--- src/rtl/vsid_pkg.sv ---
package vsid_pkg;

  localparam int unsigned IMG_BYTES  = 128;
  localparam int unsigned FRAME_SLOT = 8;
  localparam int unsigned SLOT_W     = 4;

  // Default identity byte for table position i
  function automatic logic [7:0] image_byte(int unsigned i);
    return 8'((i * 29 + 60) % 256);
  endfunction

  // Pack the default table, byte i at bits [8i+7:8i]
  function automatic logic [IMG_BYTES*8-1:0] make_image();
    logic [IMG_BYTES*8-1:0] img;
    img = '0;
    for (int unsigned i = 0; i < IMG_BYTES; i++) begin
      img[i*8 +: 8] = image_byte(i);
    end
    return img;
  endfunction

  // Line value for a slot: data slots 0..7 carry bit 7..0, slot 8 is framing
  function automatic logic slot_bit(logic [7:0] b, logic [SLOT_W-1:0] slot);
    if (slot >= SLOT_W'(FRAME_SLOT)) return 1'b1;
    return b[3'(4'd7 - slot)];
  endfunction

endpackage

--- src/rtl/vsid_edge_sync.sv ---
module vsid_edge_sync #(
  parameter int unsigned STAGES = 2
) (
  input  logic clk,
  input  logic rst_n,
  input  logic async_in,
  output logic rise
);

  // chain[STAGES-1] is the synchronised level, chain[STAGES] its previous value
  logic [STAGES:0] chain;

  always_ff @(posedge clk or negedge rst_n) begin
    if (!rst_n) chain <= '0;
    else        chain <= {chain[STAGES-1:0], async_in};
  end

  assign rise = chain[STAGES-1] & ~chain[STAGES];

endmodule

--- src/rtl/vsid_rom.sv ---
module vsid_rom #(
  parameter int unsigned          N_BYTES = 128,
  parameter int unsigned          IDX_W   = 7,
  parameter logic [N_BYTES*8-1:0] IMAGE   = '0
) (
  input  logic [IDX_W-1:0] addr,
  output logic [7:0]       data
);

  logic [7:0] table_w [N_BYTES];

  for (genvar g = 0; g < N_BYTES; g++) begin : g_entry
    assign table_w[g] = IMAGE[g*8 +: 8];
  end

  assign data = (32'(addr) < N_BYTES) ? table_w[addr] : 8'hFF;

endmodule

--- src/rtl/vsid_sequencer.sv ---
module vsid_sequencer
  import vsid_pkg::*;
#(
  parameter int unsigned N_BYTES = 128,
  parameter int unsigned IDX_W   = 7
) (
  input  logic              clk,
  input  logic              rst_n,
  input  logic              step,
  input  logic [7:0]        rd_data,
  output logic [IDX_W-1:0]  rd_addr,
  output logic              sdata,
  output logic [IDX_W-1:0]  byte_idx,
  output logic              sob,
  output logic [SLOT_W-1:0] slot,
  output logic              wrap_evt
);

  localparam logic [IDX_W-1:0] LAST = IDX_W'(N_BYTES - 1);

  logic              active_q;
  logic [IDX_W-1:0]  byte_q;
  logic [SLOT_W-1:0] slot_q;
  logic              byte_done;
  logic [IDX_W-1:0]  next_byte;
  logic [SLOT_W-1:0] next_slot;

  assign byte_done = active_q && (slot_q == SLOT_W'(FRAME_SLOT));

  always_comb begin
    next_byte = (byte_q == LAST) ? '0 : byte_q + 1'b1;
    next_slot = (!active_q || byte_done) ? '0 : slot_q + 1'b1;
    if (!active_q)     rd_addr = '0;
    else if (byte_done) rd_addr = next_byte;
    else               rd_addr = byte_q;
  end

  always_ff @(posedge clk or negedge rst_n) begin
    if (!rst_n) begin
      active_q <= 1'b0;
      byte_q   <= '0;
      slot_q   <= '0;
      sdata    <= 1'b1;
      sob      <= 1'b0;
    end else begin
      sob <= 1'b0;
      if (step) begin
        active_q <= 1'b1;
        slot_q   <= next_slot;
        byte_q   <= byte_done ? next_byte : byte_q;
        sdata    <= slot_bit(rd_data, next_slot);
        sob      <= !active_q || (byte_done && next_byte == '0);
      end
    end
  end

  assign byte_idx = byte_q;
  assign slot     = slot_q;
  assign wrap_evt = step && byte_done && (byte_q == LAST);

endmodule

--- src/rtl/vsid_streamer.sv ---
module vsid_streamer
  import vsid_pkg::*;
#(
  parameter int unsigned          N_BYTES     = IMG_BYTES,
  parameter int unsigned          SYNC_STAGES = 2,
  parameter logic [N_BYTES*8-1:0] ROM_IMAGE   = make_image()
) (
  input  logic                       clk,
  input  logic                       rst_n,
  input  logic                       vsync,
  output logic                       sdata,
  output logic [$clog2(N_BYTES)-1:0] byte_idx,
  output logic                       sob
);

  localparam int unsigned IDX_W = $clog2(N_BYTES);

  logic              vsync_rise;
  logic [IDX_W-1:0]  rom_addr;
  logic [7:0]        rom_data;
  logic [SLOT_W-1:0] slot_w;
  logic              wrap_w;

  vsid_edge_sync #(.STAGES(SYNC_STAGES)) sync_i (
    .clk      (clk),
    .rst_n    (rst_n),
    .async_in (vsync),
    .rise     (vsync_rise)
  );

  vsid_rom #(.N_BYTES(N_BYTES), .IDX_W(IDX_W), .IMAGE(ROM_IMAGE)) rom_i (
    .addr (rom_addr),
    .data (rom_data)
  );

  vsid_sequencer #(.N_BYTES(N_BYTES), .IDX_W(IDX_W)) seq_i (
    .clk      (clk),
    .rst_n    (rst_n),
    .step     (vsync_rise),
    .rd_data  (rom_data),
    .rd_addr  (rom_addr),
    .sdata    (sdata),
    .byte_idx (byte_idx),
    .sob      (sob),
    .slot     (slot_w),
    .wrap_evt (wrap_w)
  );

endmodule

--- config.mk ---
export PLATFORM = sky130hd
export DESIGN_NAME = vsid_streamer
export DESIGN_NICKNAME = d
export VERILOG_FILES = /design/src/rtl/vsid_pkg.sv /design/src/rtl/vsid_edge_sync.sv /design/src/rtl/vsid_rom.sv /design/src/rtl/vsid_sequencer.sv /design/src/rtl/vsid_streamer.sv
export SDC_FILE = /design/constraint.sdc
export NUM_CORES = 1
export LEC_CHECK = 0
export ABC_AREA = 1
export CORE_MARGIN = 10
export CORE_UTILIZATION = 50
export DETAILED_ROUTE_END_ITERATION = 6
export HOLD_SLACK_MARGIN = 0.15
export PLACE_DENSITY_LB_ADDON = 0.15
export SKIP_LAST_GASP = 1
export SLEW_MARGIN = 5
export SYNTH_ARGS = -nofsm -noshare
export SYNTH_HDL_FRONTEND = slang
export SYNTH_SLANG_ARGS = --single-unit
export TNS_END_PERCENT = 100
--- constraint.sdc ---
create_clock -name clk -period 7.6 [get_ports clk]
set_input_delay 1.52 -clock clk [delete_from_list [all_inputs] [get_ports clk]]
set_output_delay 1.52 -clock clk [all_outputs]
set_load 0.005 [all_outputs]
Word-level counts from Yosys, hierarchy flattened. Memory sizes are Yosys's and may differ from the RTL's. Index checks and enable logic that the tools add are counted.

Bits of input ports: 3. Output and inout port bits: 9. ROM bits: 1024. Flip-flop bits (word level): 17. Word-level logic and storage cells: 37. Memories kept: 1.

Add/subtract/negate cells: 3. Bitwise logic cells: 3. Reduce and logical (&&, ||, !) cells: 6. Mux-type cells: 13. Magnitude comparators: 3. Eq/ne operators: 2.

Memory list: (no name shown) (words 128, bits a word 8, rd ports 1, clocked after Yosys merged registers in 0, wr ports 0, line vsid_rom.sv:16) `assign data = (32'(addr) < N_BYTES) ? table_w[addr] : 8'hFF;`.

Operators with widths (count): $mux W7 (3); $mux W8 (2); $ge A8 B8 Y1 const B (1); $not A7 Y8 (1); $add A7 B1 Y7 const B (1); $eq A7 B7 Y1 const B (1); $logic_not A7 Y1 (1); $mux W1 (6); $add A4 B1 Y4 const B (1); $eq A4 B4 Y1 const B (1); $ge A4 B4 Y1 const B (1); $lt A3 B4 Y1 const B (1); $mux W4 (1); $bmux W1 S3 (1); $sub A3 B3 Y3 const A (1); $logic_and A1 B1 Y1 (2); $logic_or A1 B1 Y1 (2); $and A1 B1 Y1 (1); $logic_not A1 Y1 (1); $not A1 Y1 (1).

Depth between registers and ports, before layout.
Depth in word-level cells: 11. Depth in mapped cells: 22. Mapped depth without buffers: 22.

Cells and area by module. From an unflattened synthesis, not the netlist that was laid out.

Cells, all modules: 287. Area, all modules: 1876.8 µm².

Modules (own cells, without submodules): vsid_sequencer (area an instance 1021.0 µm², times used 1, cells each 139, seq. area each 351.6 µm²); vsid_rom (area an instance 770.7 µm², times used 1, cells each 143, seq. area each 0.0 µm²); vsid_edge_sync (area an instance 85.1 µm², times used 1, cells each 5, seq. area each 75.1 µm²).

Least setup slack after synthesis. No wires, ideal clock.

Kind: flip-flop to flip-flop. Start point: reg seq_i.byte_q[1], in the netlist seq_i.byte_idx[1]. End point: reg seq_i.sdata. Slack: 5.171 ns. Data required time: 7.540 ns. Period minus slack after synthesis: 2.429 ns. Buffers on the path: 0. Setup time: 0.060 ns. Cell stages (with the launch flop): 23. Arrival: 2.369 ns. Path through: dfrtp_1 -> ha_1 -> nand2_1 -> nor2_2 -> nand2_2 -> nand3_1 -> o21ai_2 -> nand2_1 -> inv_1 -> ha_1 -> inv_1 -> nand4_1 -> nand2_1 -> nand2_1 -> nand2_1 -> nand2_1 -> nand3_1 -> nand2_1 -> nand2_1 -> nand3_1 -> nand3_1 -> nand2_1 -> nand2_1.

Cells in the longest elaborated chain, start to end: 11. Elaborated cells on any way between the ends: 12. Classes of those cells: 1 x add/sub; 1 x eq/ne; 8 x mux; 1 x bitwise; 1 x memory.

Ends and longest elaborated chain: start: declaration (line vsid_sequencer.sv:22) `logic [IDX_W-1:0] byte_q;`; start signal: assignment (line vsid_sequencer.sv:50) `byte_q <= byte_done ? next_byte : byte_q;`; $add A7 B1 Y7 or $eq A7 B7 Y1 (tied branches) (line vsid_sequencer.sv:31) `next_byte = (byte_q == LAST) ? '0 : byte_q + 1'b1;`; $mux W7 (line vsid_sequencer.sv:31); $mux W7 (*); $mux W7 (*) (line vsid_sequencer.sv:33) `if (!active_q) rd_addr = '0;`; $not A7 Y8 (not written as such) (*) (line vsid_rom.sv:16); $mem_v2 Z128 W8 (*); $mux W8 (not written as such) (*) (2 in series) (line vsid_rom.sv:16); $bmux W1 S3 (*) (line vsid_pkg.sv:25) `return b[3'(4'd7 - slot)];`; $mux W1 (not written as such) (*) (line vsid_pkg.sv:25); $mux W1 (*) (line vsid_pkg.sv:25); end signal: assignment (line vsid_sequencer.sv:51) `sdata <= slot_bit(rd_data, next_slot);`; end: declaration (line vsid_sequencer.sv:12) `output logic sdata,`.

Every way passes the cells marked *; elsewhere a longest branch is shown, timed or not. The select of a mux whose other input is x is not followed. A chain may end at the register's enable or synchronous reset.

Worst setup path in the final report.
Start point: reg seq_i.active_q. End point: reg seq_i.sdata.

Cells in the longest elaborated chain, start to end: 10. Elaborated cells on any way between the ends: 17. Classes of those cells: 1 x add/sub; 1 x order compare; 10 x mux; 1 x bitwise; 3 x reduce/logical; 1 x memory.

Ends and longest elaborated chain: start: declaration (line vsid_sequencer.sv:21) `logic active_q;`; start signal: assignment (line vsid_sequencer.sv:40) `active_q <= 1'b0;`; start signal: assignment (line vsid_sequencer.sv:48) `active_q <= 1'b1;`; $logic_and A1 B1 Y1 (line vsid_sequencer.sv:28) `assign byte_done = active_q && (slot_q == SLOT_W'(FRAME_SLOT));`; $mux W7; $mux W7 (line vsid_sequencer.sv:33); $not A7 Y8 (not written as such) (line vsid_rom.sv:16); $mem_v2 Z128 W8; $mux W8 (not written as such) (2 in series) (line vsid_rom.sv:16); $bmux W1 S3 (line vsid_pkg.sv:25); $mux W1 (not written as such) (line vsid_pkg.sv:25); $mux W1 (*) (line vsid_pkg.sv:25).

Marked as above.

==> flow_summary_export.csv <==
group,metric,value,unit
synth,synthXorXnorAreaFrac,0.952,%
synth,synth.area.top_cells,"nand2_1 23%, dfrtp_1 22%, nand3_1 13%",
floorplan,dieArea,6510,sq um
pwr,total_power,0.833,mW
clock_network,cts_setup_buffers,0,
floorplan,die_h,80.7,um
synth,syn_inst,296,
clock_network,cts_sinks,17,
critical_path,reg2reg_to,"seq_i.sdata",
pwr,vdd_drop_max,0.000155,V
sta,fin_crit,3530,ps
critical_path,critPathRequiredTime,7800,ps
sta,slew_headroom,46.0,%
cells_and_area,drive_gt1_share,8.55,%
synth,synth_area,1840,sq um
sta,fin_crit_sh,46.5,%
routing,ant_nets,0,
job,cap_violations,0,
critical_path,path_class,"register to register",
cells_and_area,fillers,351,
cells_and_area,design_area,2000,sq um
critical_path,r2r_setup_slack,4070,ps
clock_network,root_buffer,"clkbuf_8",
synth,synth_area_per_cell,6.22,sq um
synth,seq_area_frac_synth,23.2,%
floorplan,io_pins,12,
synth,yosysUniqueCellTypes,31,
sta,hold_violations,0,
sta,setup_viol,0,
clock_network,h-tree-depth,1,
synth,yosysTopAreaCell,"nand2_1",
synth,synth_top_family_by_area,"simple AND/OR/NAND/NOR gates",
placed_design,port-buffer-count,11,
critical_path,end_kind,"register",
global_route,antenna_found_initial,0,
floorplan,start_util,53.5,%
pwr,power_density,416,nW/um^2
critical_path,rr_worst_depth,20,
placed_design,gp_congestion,0.944,
sta,fin_skew,4.70,ps
cells_and_area,final_common_cell,"nand2_1",
global_route,grt_pass1_vias,1841,
sta,fin_setup_tns,0,ps
sta,tightest_slew,810,ps
critical_path,critPathMaxFanout,23,
routing,vias,1907,
run_status,status,"finished clean",
synth,synthAdderAreaFrac,8.16,%
critical_path,cp_slowest_stage_delay,880,ps
clock_network,holdBufCountCts,0,
critical_path,crit_path_start,"seq_i.active_q",
routing,dr.pass1.iters,5,
critical_path,path_buf_inv,3,
placed_design,placed_area,1950,sq um
clock_network,cts.clk_slew.worst_paths,80,ps
critical_path,crit_path_start_kind,"register",
sta,rsz0062_at_grt,"no",
clock_network,cts_tree,"yes",
clock_network,post_cts_resize_count,0,
cells_and_area,areaGrowthSynthToFinish,8.70,%
routing,drtIter0Drc,269,
critical_path,crit-reg2reg-launch,"seq_i.active_q",
routing,via_per_inst,5.45,
synth,synth_simple_gate_area_share,48.6,%
synth,netlist.area_leader.share,22.6,%
sta,slew_viol_final,0,
synth,syn_nets,311,
cells_and_area,final_cell_mix,"111 x nand2_1, 49 x nand3_1, 26 x inv_1",
pwr,p_leak,1.02,nW
placed_design,dp_hpwl,3.60,mm
synth,synth_compound_area_share,9.93,%
worst_hold_path,min_path_cells,0,
sta,fmax,283,MHz
cells_and_area,diodes,0,
clock_network,ctsLongestPathBuffers,2,
floorplan,die_w,80.7,um
routing,drt_wl_total,4.72,mm
critical_path,crit_family,"simple AND/OR/NAND/NOR gates",
global_route,grt_usage,16.0,%
global_route,grt_max_degree,24,
clock_network,cts_buffers,3,
critical_path,crit_chain,"nand4_2 > inv_2 > nand3_1 > o21ai_2 > nand2_1 > inv_1 > ha_1 > inv_1 > nand4_1 > nand2_1 > nand2_1 > nand2_1 > nand2_1 > nand3_1 > nand2_1 > nand2_1 > nand3_1 > nand3_1 > nand2_1 > nand2_1",
critical_path,arrival,3730,ps
critical_path,cpMaxStageDelayCell,"dfrtp_1",
synth,synth_warnings,0,
floorplan,coreArea,3440,sq um
global_route,grt-ovfl-total,0,
routing,drc_errors,0,
worst_hold_path,hp-class,"register to register",
synth,synthMuxAreaShare,0,%
worst_hold_path,min_from,"sync_i.chain[0]",
synth,synth-seq-cells,17,
global_route,grt_pass1_wl,8.53,mm
clock_network,clk_latency,260,ps
cells_and_area,final_nets,320,
critical_path,cp_common_cell,"nand2_1",
routing,avgRoutedWirePerCell,13.5,um
worst_hold_path,holdPathEnd,"sync_i.chain[1]",
floorplan,rows,21,
-- worst reg2reg max path: stages (launching register included) --
cell	delay, ps
dfrtp_1	880
nand4_2	470
inv_2	250
nand3_1	120
o21ai_2	140
nand2_1	210
inv_1	240
ha_1	170
inv_1	40
nand4_1	120
nand2_1	110
nand2_1	80
nand2_1	60
nand2_1	60
nand3_1	70
nand2_1	120
nand2_1	60
nand3_1	70
nand3_1	70
nand2_1	60
nand2_1	40
-- routing by layer --
layer	track usage [%]	share of wire, %	vias to the layer above
li1	-	-	985
met1	20.2	44	854
met2	26.0	46	60
met3	4.23	8.1	8
met4	4.33	1.2	0
met5	0	0	-
-- synthesized netlist by cell type --
master and count:
o211ai_1 1, dfrtp_1 16, nand3_2 4, o21a_1 1, nor3_1 1, nor2_1 14
nand3_4 1, a21boi_1 1, xor2_1 2, inv_1 26, buf_6 3, nand2_1 111
o21ai_1 2, o21ai_2 1, nand2_4 1, inv_2 4, nor2_2 1, nand4_2 1
o21ai_0 18, clkbuf_1 2, nand2_2 5, ha_1 12, or2_2 1, nand3b_1 1
dfstp_2 1, a21oi_1 7, nand3_1 49, o21ai_4 1, buf_4 2, nor2_4 1
nand4_1 5
-- flip-flops by register name (all words and copies together) (netlist names) --
register        count
seq_i.byte_idx      7
seq_i.slot          4
sync_i.chain        3
seq_i.active_q      1
seq_i.sdata         1
seq_i.sob           1
-- power by group --
part           internal, mW  switching, mW  leakage (nW)
logic                 0.217          0.392         0.791
registers             0.117         0.0341         0.211
clock network        0.0370         0.0361        0.0217
total                 0.371          0.462          1.02
-- layout make-up --
class	instances	area (sq um)	share of cell area (%)
multi-input cells	242	1240	62.2
flip-flops and latches	17	427	21.3
inverters	30	113	5.63
repair buffers	11	110	5.50
well taps	46	57.6	2.88
clock buffers	3	41.3	2.06
clock inverters	1	7.51	0.375
-- worst max path at each step --
stage | to | slack [ps] | cells after the start
2_1_floorplan | seq_i.sdata | 5170 | 22
3_3_place_gp | seq_i.sdata | 4220 | 20
3_5_place_dp | seq_i.sdata | 4160 | 17
4_1_cts | seq_i.sdata | 4120 | 17
5_1_grt | seq_i.sdata | 3670 | 19
6_report | seq_i.sdata | 4070 | 20
-- stage by stage --
stage               cells  utilization, %  setup WS (ps)  hold slack, ps
floorplan             296               -           5170             331
global placement      346            56.7           4220             336
detailed placement    346            56.7           4160             344
CTS                   350            58.1           4120             360
global route          350            58.1           3670             366
finish                350            58.1           4070             358
-- cells by family after synthesis --
| family | count (synthesis) |
|---|---|
| XOR/XNOR | 2 |
| AND/OR/NAND/NOR | 196 |
| flip-flops | 17 |
| buffers and inverters | 37 |
| AO/OA/AOI/OAI | 32 |
| adder cells (fa/ha/maj) | 12 |
Note: power is estimated with default switching activity, not from simulation.
